==> config.mk <==
export PLATFORM = sky130hd
export DESIGN_NAME = cbr_ratio_calc
export DESIGN_NICKNAME = d
export VERILOG_FILES = /design/src/rtl/cbr_pkg.sv /design/src/rtl/cbr_snapshot.sv /design/src/rtl/cbr_seq_div.sv /design/src/rtl/cbr_ratio_calc.sv
export SDC_FILE = /design/constraint.sdc
export NUM_CORES = 2
export LEC_CHECK = 0
export ABC_AREA = 1
export BUFFER_PORTS_ARGS = -buffer_cell sky130_fd_sc_hd__buf_2
export CORE_MARGIN = 4
export CORE_UTILIZATION = 41
export DETAILED_ROUTE_END_ITERATION = 10
export SYNTH_ARGS = -nofsm -noshare
export SYNTH_HDL_FRONTEND = slang
export SYNTH_SLANG_ARGS = --single-unit
==> constraint.sdc <==
create_clock -name clk -period 5.7 [get_ports clk]
set_clock_uncertainty 0.2 [all_clocks]
set_input_delay 1.14 -clock clk [delete_from_list [all_inputs] [get_ports clk]]
set_output_delay 1.14 -clock clk [all_outputs]
set_load 0.02 [all_outputs]
==> src/rtl/cbr_pkg.sv <==
package cbr_pkg;

    localparam int NCNT    = 5;
    localparam int IDX_CYC = 0;
    localparam int IDX_CTL = 1;
    localparam int IDX_EXT = 2;
    localparam int IDX_RXF = 3;
    localparam int IDX_TXF = 4;

    typedef enum logic [2:0] {
        S_IDLE,
        S_CHECK,
        S_LAUNCH,
        S_WAIT,
        S_PUBLISH
    } cbr_state_e;

endpackage

==> src/rtl/cbr_snapshot.sv <==
module cbr_snapshot
    import cbr_pkg::*;
#(
    parameter int CNT_W = 32
) (
    input  logic                        clk,
    input  logic                        rst_n,
    input  logic                        take_i,
    input  logic [NCNT-1:0][CNT_W-1:0]  cur_i,
    output logic [NCNT-1:0][CNT_W-1:0]  prev_o,
    output logic [NCNT-1:0][CNT_W-1:0]  delta_o,
    output logic                        stale_o
);

    logic [NCNT-1:0][CNT_W-1:0] prev_q;
    logic [NCNT-1:0][CNT_W-1:0] delta_q;
    logic                       stale_q;

    for (genvar g = 0; g < NCNT; g++) begin : g_lane
        always_ff @(posedge clk or negedge rst_n) begin
            if (!rst_n) begin
                prev_q[g]  <= '0;
                delta_q[g] <= '0;
            end else if (take_i) begin
                prev_q[g]  <= cur_i[g];
                delta_q[g] <= cur_i[g] - prev_q[g];
            end
        end
    end

    // Stale: no earlier snapshot, or the cycle counter moved backwards.
    always_ff @(posedge clk or negedge rst_n) begin
        if (!rst_n) begin
            stale_q <= 1'b0;
        end else if (take_i) begin
            stale_q <= (prev_q[IDX_CYC] == '0) || (prev_q[IDX_CYC] > cur_i[IDX_CYC]);
        end
    end

    assign prev_o  = prev_q;
    assign delta_o = delta_q;
    assign stale_o = stale_q;

    // an accepted strobe leaves the cycle snapshot equal to the input.
    a_r7_snapshot_taken: assert property (@(posedge clk) disable iff (!rst_n)
        take_i |=> prev_q[IDX_CYC] == $past(cur_i[IDX_CYC]));

endmodule

==> src/rtl/cbr_seq_div.sv <==
module cbr_seq_div #(
    parameter int NUM_W = 40,
    parameter int DEN_W = 32
) (
    input  logic             clk,
    input  logic             rst_n,
    input  logic             start_i,
    input  logic [NUM_W-1:0] num_i,
    input  logic [DEN_W-1:0] den_i,
    output logic             done_o,
    output logic [NUM_W-1:0] quo_o
);

    localparam int STEP_W = $clog2(NUM_W + 1);
    localparam int CHK_W  = NUM_W + DEN_W;

    logic [NUM_W-1:0]  shf_q;
    logic [NUM_W-1:0]  num_q;
    logic [DEN_W-1:0]  rem_q;
    logic [DEN_W-1:0]  den_q;
    logic [STEP_W-1:0] step_q;
    logic              run_q;
    logic              done_q;

    logic [DEN_W:0]    trial;
    logic [DEN_W:0]    diff;
    logic              fits;
    logic [DEN_W-1:0]  rem_nxt;

    always_comb begin
        trial   = {rem_q, shf_q[NUM_W-1]};
        diff    = trial - {1'b0, den_q};
        fits    = trial >= {1'b0, den_q};
        rem_nxt = fits ? diff[DEN_W-1:0] : trial[DEN_W-1:0];
    end

    always_ff @(posedge clk or negedge rst_n) begin
        if (!rst_n) begin
            shf_q  <= '0;
            num_q  <= '0;
            rem_q  <= '0;
            den_q  <= '0;
            step_q <= '0;
            run_q  <= 1'b0;
            done_q <= 1'b0;
        end else if (start_i) begin
            shf_q  <= num_i;
            num_q  <= num_i;
            rem_q  <= '0;
            den_q  <= den_i;
            step_q <= STEP_W'(NUM_W);
            run_q  <= 1'b1;
            done_q <= 1'b0;
        end else if (run_q) begin
            shf_q  <= {shf_q[NUM_W-2:0], fits};
            rem_q  <= rem_nxt;
            step_q <= step_q - 1'b1;
            if (step_q == STEP_W'(1)) begin
                run_q  <= 1'b0;
                done_q <= 1'b1;
            end
        end else begin
            done_q <= 1'b0;
        end
    end

    assign done_o = done_q;
    assign quo_o  = shf_q;

    logic [CHK_W-1:0] rebuilt;
    always_comb begin
        rebuilt = {{DEN_W{1'b0}}, shf_q} * {{NUM_W{1'b0}}, den_q}
                + {{NUM_W{1'b0}}, rem_q};
    end

    // quotient and remainder rebuild the dividend exactly.
    a_r3_div_exact: assert property (@(posedge clk) disable iff (!rst_n)
        done_q |-> (rebuilt == {{DEN_W{1'b0}}, num_q}) && (rem_q < den_q));

endmodule

==> src/rtl/cbr_ratio_calc.sv <==
module cbr_ratio_calc
    import cbr_pkg::*;
#(
    parameter int CNT_W = 32,
    parameter int PCT_W = 8,
    parameter int SCALE = 100
) (
    input  logic             clk,
    input  logic             rst_n,
    input  logic             sample_i,
    input  logic [CNT_W-1:0] cyc_cnt_i,
    input  logic [CNT_W-1:0] ctl_busy_cnt_i,
    input  logic [CNT_W-1:0] ext_busy_cnt_i,
    input  logic [CNT_W-1:0] rx_frame_cnt_i,
    input  logic [CNT_W-1:0] tx_frame_cnt_i,
    output logic             busy_o,
    output logic             done_o,
    output logic             pct_valid_o,
    output logic [PCT_W-1:0] ctl_pct_o,
    output logic [PCT_W-1:0] ext_pct_o,
    output logic [PCT_W-1:0] rxf_pct_o,
    output logic [PCT_W-1:0] txf_pct_o,
    output logic             ext_valid_o,
    output logic [PCT_W-1:0] ext_est_o
);

    localparam int PROD_W  = CNT_W + $clog2(SCALE) + 1;
    localparam int NOP     = NCNT;
    localparam int OP_W    = $clog2(NOP);
    localparam int OP_EST  = NOP - 1;
    localparam int PCT_MAX = (1 << PCT_W) - 1;

    cbr_state_e state_q, state_d;

    logic [NCNT-1:0][CNT_W-1:0] cur_w;
    logic [NCNT-1:0][CNT_W-1:0] prev_w;
    logic [NCNT-1:0][CNT_W-1:0] delta_w;
    logic                       stale_w;
    logic                       take;

    assign cur_w[IDX_CYC] = cyc_cnt_i;
    assign cur_w[IDX_CTL] = ctl_busy_cnt_i;
    assign cur_w[IDX_EXT] = ext_busy_cnt_i;
    assign cur_w[IDX_RXF] = rx_frame_cnt_i;
    assign cur_w[IDX_TXF] = tx_frame_cnt_i;

    assign take = sample_i && (state_q == S_IDLE);

    cbr_snapshot #(.CNT_W(CNT_W)) u_snapshot (
        .clk     (clk),
        .rst_n   (rst_n),
        .take_i  (take),
        .cur_i   (cur_w),
        .prev_o  (prev_w),
        .delta_o (delta_w),
        .stale_o (stale_w)
    );

    logic [CNT_W-1:0] cyc_d;
    logic [CNT_W-1:0] ctl_idle;
    logic             cyc_zero;

    always_comb begin
        cyc_d    = delta_w[IDX_CYC];
        cyc_zero = (cyc_d == '0);
        ctl_idle = (cyc_d > delta_w[IDX_CTL]) ? (cyc_d - delta_w[IDX_CTL]) : '0;
    end

    logic [OP_W-1:0]            op_q;
    logic [NOP-1:0][PCT_W-1:0]  res_q;
    logic                       pv_q;
    logic                       ev_q;
    logic                       last_op;
    logic                       skip_div;

    assign last_op  = (op_q == OP_W'(OP_EST));
    assign skip_div = last_op && (ctl_idle == '0);

    logic [CNT_W-1:0]  num_sel;
    logic [CNT_W-1:0]  div_den;
    logic [PROD_W-1:0] div_num;
    logic              div_start;
    logic              div_done;
    logic [PROD_W-1:0] div_quo;

    always_comb begin
        unique case (op_q)
            OP_W'(0): num_sel = delta_w[IDX_CTL];
            OP_W'(1): num_sel = delta_w[IDX_EXT];
            OP_W'(2): num_sel = delta_w[IDX_RXF];
            OP_W'(3): num_sel = delta_w[IDX_TXF];
            default:  num_sel = delta_w[IDX_EXT];
        endcase
        div_den   = last_op ? ctl_idle : cyc_d;
        div_num   = {{(PROD_W-CNT_W){1'b0}}, num_sel} * PROD_W'(SCALE);
        div_start = (state_q == S_LAUNCH) && !skip_div;
    end

    cbr_seq_div #(.NUM_W(PROD_W), .DEN_W(CNT_W)) u_div (
        .clk     (clk),
        .rst_n   (rst_n),
        .start_i (div_start),
        .num_i   (div_num),
        .den_i   (div_den),
        .done_o  (div_done),
        .quo_o   (div_quo)
    );

    function automatic logic [PCT_W-1:0] limit(input logic [PROD_W-1:0] q,
                                               input logic [PROD_W-1:0] cap);
        return (q > cap) ? cap[PCT_W-1:0] : q[PCT_W-1:0];
    endfunction

    // State register
    always_ff @(posedge clk or negedge rst_n) begin
        if (!rst_n) state_q <= S_IDLE;
        else        state_q <= state_d;
    end

    // Next state
    always_comb begin
        state_d = state_q;
        unique case (state_q)
            S_IDLE:    if (take) state_d = S_CHECK;
            S_CHECK:   state_d = stale_w ? S_PUBLISH : S_LAUNCH;
            S_LAUNCH:  state_d = skip_div ? S_PUBLISH : S_WAIT;
            S_WAIT:    if (div_done) state_d = last_op ? S_PUBLISH : S_LAUNCH;
            S_PUBLISH: state_d = S_IDLE;
            default:   state_d = S_IDLE;
        endcase
    end

    // Working results
    always_ff @(posedge clk or negedge rst_n) begin
        if (!rst_n) begin
            op_q  <= '0;
            res_q <= '0;
            pv_q  <= 1'b0;
            ev_q  <= 1'b0;
        end else begin
            unique case (state_q)
                S_CHECK: begin
                    res_q <= '0;
                    pv_q  <= !stale_w && !cyc_zero;
                    ev_q  <= !stale_w;
                    op_q  <= cyc_zero ? OP_W'(OP_EST) : '0;
                end
                S_LAUNCH: begin
                    if (skip_div) res_q[OP_EST] <= PCT_W'(SCALE);
                end
                S_WAIT: begin
                    if (div_done) begin
                        res_q[op_q] <= limit(div_quo, last_op ? PROD_W'(SCALE)
                                                              : PROD_W'(PCT_MAX));
                        if (!last_op) op_q <= op_q + 1'b1;
                    end
                end
                default: ;
            endcase
        end
    end

    // Outputs
    always_ff @(posedge clk or negedge rst_n) begin
        if (!rst_n) begin
            done_o      <= 1'b0;
            pct_valid_o <= 1'b0;
            ext_valid_o <= 1'b0;
            ctl_pct_o   <= '0;
            ext_pct_o   <= '0;
            rxf_pct_o   <= '0;
            txf_pct_o   <= '0;
            ext_est_o   <= '0;
        end else begin
            done_o <= (state_q == S_PUBLISH);
            if (state_q == S_PUBLISH) begin
                pct_valid_o <= pv_q;
                ext_valid_o <= ev_q;
                ctl_pct_o   <= res_q[0];
                ext_pct_o   <= res_q[1];
                rxf_pct_o   <= res_q[2];
                txf_pct_o   <= res_q[3];
                ext_est_o   <= res_q[OP_EST];
            end
        end
    end

    assign busy_o = (state_q != S_IDLE);

    // the divider never starts with a zero divisor.
    a_r4_no_zero_divisor: assert property (@(posedge clk) disable iff (!rst_n)
        div_start |-> div_den != '0);

    // completion is a single-cycle pulse.
    a_r9_done_single: assert property (@(posedge clk) disable iff (!rst_n)
        done_o |=> !done_o);

    // figures hold steady outside a completion.
    a_r9_hold: assert property (@(posedge clk) disable iff (!rst_n)
        !done_o |-> $stable(ctl_pct_o) && $stable(ext_pct_o) && $stable(rxf_pct_o)
                    && $stable(txf_pct_o) && $stable(ext_est_o) && $stable(pct_valid_o));

    // a stale sample publishes zeros.
    a_r2_stale_zero: assert property (@(posedge clk) disable iff (!rst_n)
        (done_o && !ext_valid_o) |-> (ctl_pct_o == '0) && (ext_pct_o == '0)
            && (rxf_pct_o == '0) && (txf_pct_o == '0) && (ext_est_o == '0));

    // the estimate never exceeds full scale.
    a_r6_est_clamp: assert property (@(posedge clk) disable iff (!rst_n)
        ext_valid_o |-> ext_est_o <= PCT_W'(SCALE));

    // a strobe while busy leaves the snapshot alone.
    a_r8_busy_ignore: assert property (@(posedge clk) disable iff (!rst_n)
        (busy_o && sample_i) |=> $stable(prev_w));

endmodule

# == Word-level counts from Yosys, hierarchy flattened ==
# Cells that the tools add are included.
# totals
register_bits,524
inputBits,163
out_inout_bits,44
wordCells,120
# op_classes
addsub,9
n_mul,1
order_cmp,6
n_eq_ne,13
mux,35
reduce_logical,22
# ops
operator,count
subtractor 32 bit,7
2-to-1 mux 32 bit,5
2-to-1 mux 40 bit,3
logical NOT 32 bit,3
case mux 32 bit (3 select lines),1
greater-than comparator 32 bit,2
case mux 32 bit (2 select lines),1
bitwise mux 40 bit,1
greater-than comparator 40 x 8 -> 1 bit,1
multiplier 32 x 5 -> 37 bit (second input constant),1
>= comparator 33 x 32 -> 1 bit,1
2-to-1 mux 8 bit,4
demux 8 bit (select 3 bit),1
2-to-1 mux 3 bit,8
case mux 8 bit (3 select lines),1
== test 3 x 2 -> 1 bit (second input constant),4
2-to-1 mux 6 bit,2
case mux 3 bit (4 select lines),1
== test 3 bit (second input constant),2
== test 6 x 1 -> 1 bit (second input constant),1
logical NOT 3 bit,2
2-to-1 mux 1 bit,6
!= test 2 bit (second input constant),3
case mux 3 bit (2 select lines),1
other kinds (14),24

# == Logic depth before layout (Yosys ltp) ==
# depth
ltp_word,7
mapped_depth,30

# == By module ==
# From an unflattened synthesis, not the netlist that was laid out.
# unflattened
cells_unflattened,6636
area_unflattened_um2,42837.3
# by_module_without_submodules
mod,instances,cells_per_inst,area_each_um2,seq_area_each_um2
cbr_snapshot,1,3770,23958.0,8032.7
cbr_ratio_calc,1,1754,11383.4,2277.2
cbr_seq_div,1,1112,7495.9,2802.7

# == Worst setup path after synthesis ==
# OpenSTA, ideal clock, no wires.
# synth_timing
path_type,register to register
start,register op_q[0]
end,register u_div.shf_q[25] (netlist: u_div.quo_o[25])
arrival_ns,5.335
required_ns,5.431
path_slack_ns,0.096
path_stages_with_launch,27
cell_sequence,dfrtp_1 -> inv_1 -> clkbuf_1 -> ha_1 -> nand2_1 -> clkinv_1 -> nor3_1 -> inv_1 -> clkbuf_1 -> clkbuf_1 -> a21oi_1 -> ha_1 -> ha_1 -> inv_1 -> fa_1 -> inv_1 -> ha_1 -> a21oi_1 -> nand2_1 -> a21boi_0 -> o21bai_1 -> a21boi_0 -> o21ai_0 -> a21oi_1 -> xnor2_1 -> nand3_1 -> nand3_1
# synth_via
elab_chain_len,5
word_cells_on_any_way,11
cone_classes,mul: 1; eq/ne: 3; mux: 2; reduce/logical: 5
# synth_rtl
item,line,source
"start, declared",cbr_ratio_calc.sv:69,logic [OP_W-1:0] op_q;
"start signal, assigned",cbr_ratio_calc.sv:146,op_q <= cyc_zero ? OP_W'(OP_EST) : '0;
"start signal, assigned",cbr_ratio_calc.sv:155,if (!last_op) op_q <= op_q + 1'b1;
"parallel branches: the longest is 5 deep, another holds multiplier 32 x 5 -> 37 bit",-,
"end signal, assigned",cbr_seq_div.sv:47,shf_q <= num_i;
"end signal, assigned",cbr_seq_div.sv:55,"shf_q <= {shf_q[NUM_W-2:0], fits};"
"end, declared",cbr_seq_div.sv:17,logic [NUM_W-1:0] shf_q;
# Parallel ways; which one is timed is not known.
# A chain may end at the register's enable or synchronous reset.

# == Worst setup path after layout ==
# layout_timing
start,register op_q[0]
end,register u_div.shf_q[23] (netlist: u_div.quo_o[23])
# The elaborated chain is that of the path after synthesis.

==> PnR_summary.wiki <==
{| class="wikitable"
! Metric !! Value
|-
| CP endpoint kind || flop
|-
| Simple-Gate Fraction of Synth Area || 0.242
|-
| Int Power || 6.71 mW
|-
| Total number of vias || 34,700
|-
| Clock power frac || 0.526
|-
| Combinational family with the most area after synthesis || simple AND/OR/NAND/NOR gates
|-
| Number of placed I/O pins || 207
|-
| Average detailed-routed wire length per instance || 17.5 um
|-
| Critical path type || flop to flop
|-
| Switching power total || 2.05 mW
|-
| Overall power of the completed layout || 8.76 mW
|-
| Bufs on Longest Clock Path || 3
|-
| Cell type with the highest aggregate area in the netlist || sky130_fd_sc_hd__dfrtp_1
|-
| Final standard cell utilization of the core || 0.466
|-
| Hold Path Class || flop to flop
|-
| Total clock sinks || 524
|-
| Skew-Pair Late Insertion Delay || 650 ps
|-
| Drt first pass iters || 6
|-
| Starting density of the core || 0.414
|-
| Number of cell rows || 111
|-
| Hold buffers post-CTS || 0
|-
| Layer carrying the most global-route usage || met2
|-
| Mapped Nets || 5,762
|-
| Count of maximum capacitance violations || 0
|-
| Ranking of synthesized cells by area || sky130_fd_sc_hd__dfrtp_1 (34%), sky130_fd_sc_hd__nand2_1 (12%), sky130_fd_sc_hd__ha_1 (11%)
|-
| Result of the run || complete, no violations
|-
| Root buffer cell || sky130_fd_sc_hd__clkbuf_16
|-
| Worst R2R Start || op_q[0]
|-
| Synth-to-layout area growth || 12.5%
|-
| Req. time, crit path || 6050 ps
|-
| Global Route Usage Sum || 0.236
|-
| Met2 track demand over resource in global routing || 0.363
|-
| Worst-path clk slew || 60 ps
|-
| Peak ir drop on the vdd network || 0.000190 V
|-
| Number of enable-type register cells in the synthesized netlist || 0
|-
| Final Routed Wirelength || 117 mm
|-
| Die area || 97,800 um2
|-
| Most repeated library cell on the critical path || sky130_fd_sc_hd__ha_1
|-
| Met1 track demand over resource in global routing || 0.350
|-
| CTS H-tree lvls || 3
|-
| Maximum clock rate || 0.188 GHz
|-
| Met3 track utilization from global routing || 0.0291
|-
| Synth unique cells || 52
|-
| Highest fanout seen on the critical path || 7
|-
| Final Setup Violations || 0
|-
| Flip-flop cell with the highest count after synthesis || sky130_fd_sc_hd__dfrtp_1
|-
| Share of power burned in combinational logic || 0.049
|-
| Adder and majority gate portion of the synthesized area || 0.127
|-
| Category of the worst setup path launch point || flop
|-
| Cts repair resizes || 0
|-
| Fill cell instance count of the final layout || 9,479
|-
| Net switching share of the total power || 0.234
|-
| Number of diodes added for antenna fixing || 0
|-
| Hold path start || res_q[38]
|-
| Number of global-route vias before repair || 32,900
|-
| Die X-Extent || 313 um
|-
| Total buffers and inverters traversed by the critical path || 5
|-
| Slew of the pin with the lowest slew margin || 1190 ps
|-
| Total area of multi-input combinational cells || 21,500 um2
|-
| Kind of cell with the highest combined delay on the critical path || adder cells
|-
| Share of cells above drive strength 1 || 0.0833
|-
| Final clock period utilization by the worst path || 0.932
|-
| Yosys warnings || 0
|-
| Post-DP HPWL || 91.3 mm
|-
| Proportion of synthesized chip area in sequential cells || 0.345
|-
| Floorplan core area || 91,900 um2
|-
| Synthesized area || 38,100 um2
|-
| Commonest non-fill, non-tap cells in the layout || sky130_fd_sc_hd__nand2_1 (1,255), sky130_fd_sc_hd__inv_1 (725), sky130_fd_sc_hd__o21ai_0 (562), sky130_fd_sc_hd__dfrtp_1 (523), sky130_fd_sc_hd__nand3_1 (387)
|-
| Buffer count from post-CTS setup fixing || 0
|-
| Post-synthesis average cell area || 7.27 um2
|-
| Crit-path cells || inv_1 -> ha_1 -> nand2_1 -> clkinv_1 -> nor3_2 -> buf_4 -> a211oi_1 -> nor2_1 -> ha_1 -> ha_1 -> inv_1 -> fa_1 -> inv_1 -> ha_1 -> a21oi_1 -> nand2_1 -> a21boi_1 -> o21bai_1 -> a21oi_1 -> o21ai_1 -> a21oi_1 -> xnor2_1 -> nand3_1 -> nand3_1
|-
| Fraction of synthesis flops using an asynchronous set or reset pin || 1.00
|-
| Flip-flop and latch count after synthesis || 524
|-
| Final-report hold violation count || 0
|-
| Weighted congestion reported at the end of routability-driven placement || 0.929
|-
| Remaining number of nets flagged by the antenna check after routing || 0
|-
| Worst path arrival time || 5660 ps
|-
| Initial antenna violation count || 1
|-
| Parity-gate share of the synthesized area counting xor and xnor cells || 0.0338
|-
| Maximum number of pins on one net before global-route repair || 182
|-
| Total CTS buffers || 67
|-
| Minimum clock period after layout || 5310 ps
|-
| Crit. Startpoint || op_q[0]
|-
| Tightest slew margin relative to the limit || 0.206
|-
| GRT Residual Overflow || 0
|-
| Leakage dissipation || 22.7 nW
|-
| Crit-path slowest cell || sky130_fd_sc_hd__fa_1
|-
| Via density per instance || 5.18
|-
| Most frequent standard cell in the layout excluding fill and tap cells || sky130_fd_sc_hd__nand2_1
|-
| Share of the synthesized area in the top cell type || 0.345
|-
| Complex-gate fraction of the synthesized area || 0.161
|-
| Power per unit of standard cell area || 205 nW/um2
|-
| Post-Syn Instances || 5,234
|-
| Area occupied by registers || 13,100 um2
|-
| Portion of netlist area occupied by mux cells || 0
|-
| Proportion of power drawn by flip-flops and latches || 0.425
|-
| Clock tree from TritonCTS || built
|-
| Global-route wire length before repair || 186 mm
|-
| Total count of max-transition violations in the final report || 0
|-
| Height of the die || 313 um
|-
| Total of buffers placed on input and output ports || 206
|-
| DRC violations left || 0
|-
| Number of DRC markers after the initial detailed-route iteration || 2,681
|-
| Max stage delay on crit path || 490 ps
|-
| Final net count || 5,926
|}
worst paths after layout:
kind,endpoint,slack (ps),depth (start not counted)
worst max-delay path,u_div.quo_o[23],390,24
worst min-delay path,res_q[38],270,2
worst max register to register,u_div.quo_o[23],390,24
worst min register to register,res_q[38],270,2
max in group asynchronous,u_snapshot.prev_o[106],3860,2
min in group asynchronous,u_div.rem_q[11],340,1
power groups by stage:
stage                     Combinational (mW)  Sequential [mW]  Clock, mW
final                                  0.426             3.72       4.61
after global routing                   0.484             3.72       4.87
after CTS                              0.434             3.72       4.73
after floorplan                        0.195             3.79          0
after global placement                 0.431             3.79          0
after detailed placement               0.430             3.79          0
layout make-up:
| class | count | area share |
|---|---|---|
| multi-input cells | 3813 | 0.502 |
| inverters | 738 | 0.0649 |
| clock inverters | 36 | 0.0121 |
| repair buffers | 254 | 0.0345 |
| well taps | 1243 | 0.0363 |
| flip-flops and latches | 524 | 0.306 |
| clock buffers | 83 | 0.0437 |
per-layer routing:
layer | share of wire | vias up
met5 | 0.00011 | -
met4 | 0.028 | 2
met3 | 0.045 | 139
met2 | 0.43 | 784
met1 | 0.50 | 16200
li1 | - | 17600
cell usage after synthesis, types with 56 or more instances:
library cell	number
sky130_fd_sc_hd__ha_1	331
sky130_fd_sc_hd__dfrtp_1	524
sky130_fd_sc_hd__clkbuf_1	111
sky130_fd_sc_hd__o21ai_0	564
sky130_fd_sc_hd__nor3_1	56
sky130_fd_sc_hd__a21oi_1	341
sky130_fd_sc_hd__nand3_1	388
sky130_fd_sc_hd__xor2_1	86
sky130_fd_sc_hd__nor2_1	288
sky130_fd_sc_hd__xnor2_1	61
sky130_fd_sc_hd__nand2_1	1256
sky130_fd_sc_hd__inv_1	728
worst min-delay path: cells and delay by family, from the launching register on:
kind             cells  cell delay, ps
flip-flops           1             340
AND/OR/NAND/NOR      2              90
sequential cells by signal, indices dropped and copies added (netlist names), 3 cells and up:
| name | cells |
|---|---|
| op_q | 3 |
| u_div.step_q | 6 |
| state_q | 3 |
| ext_pct_o | 8 |
| u_snapshot.prev_o | 160 |
| u_div.rem_q | 32 |
| u_div.den_q | 32 |
| ext_est_o | 8 |
| ctl_pct_o | 8 |
| u_snapshot.delta_o | 160 |
| rxf_pct_o | 8 |
| txf_pct_o | 8 |
| u_div.quo_o | 40 |
| res_q | 40 |
metrics by stage:
step                hold slack (ps)  worst slack, ps  setup TNS (ps)  area, um2  instances
floorplan                       242             96.4               0      38100       5234
global placement                254              250               0      40400       6572
detailed placement              258              174               0      40400       6572
CTS                             273              134               0      42800       6691
global route                    302            -7.80           -7.80      42800       6691
finish                          267              386               0      42800       6691
cells by family after synthesis:
logic type	after synthesis
compound gates	1133
xor+xnor	147
fa+ha+maj	365
buf+inv	897
flops	524
simple gates	2168
Note: power is estimated with default switching activity, not from simulation.
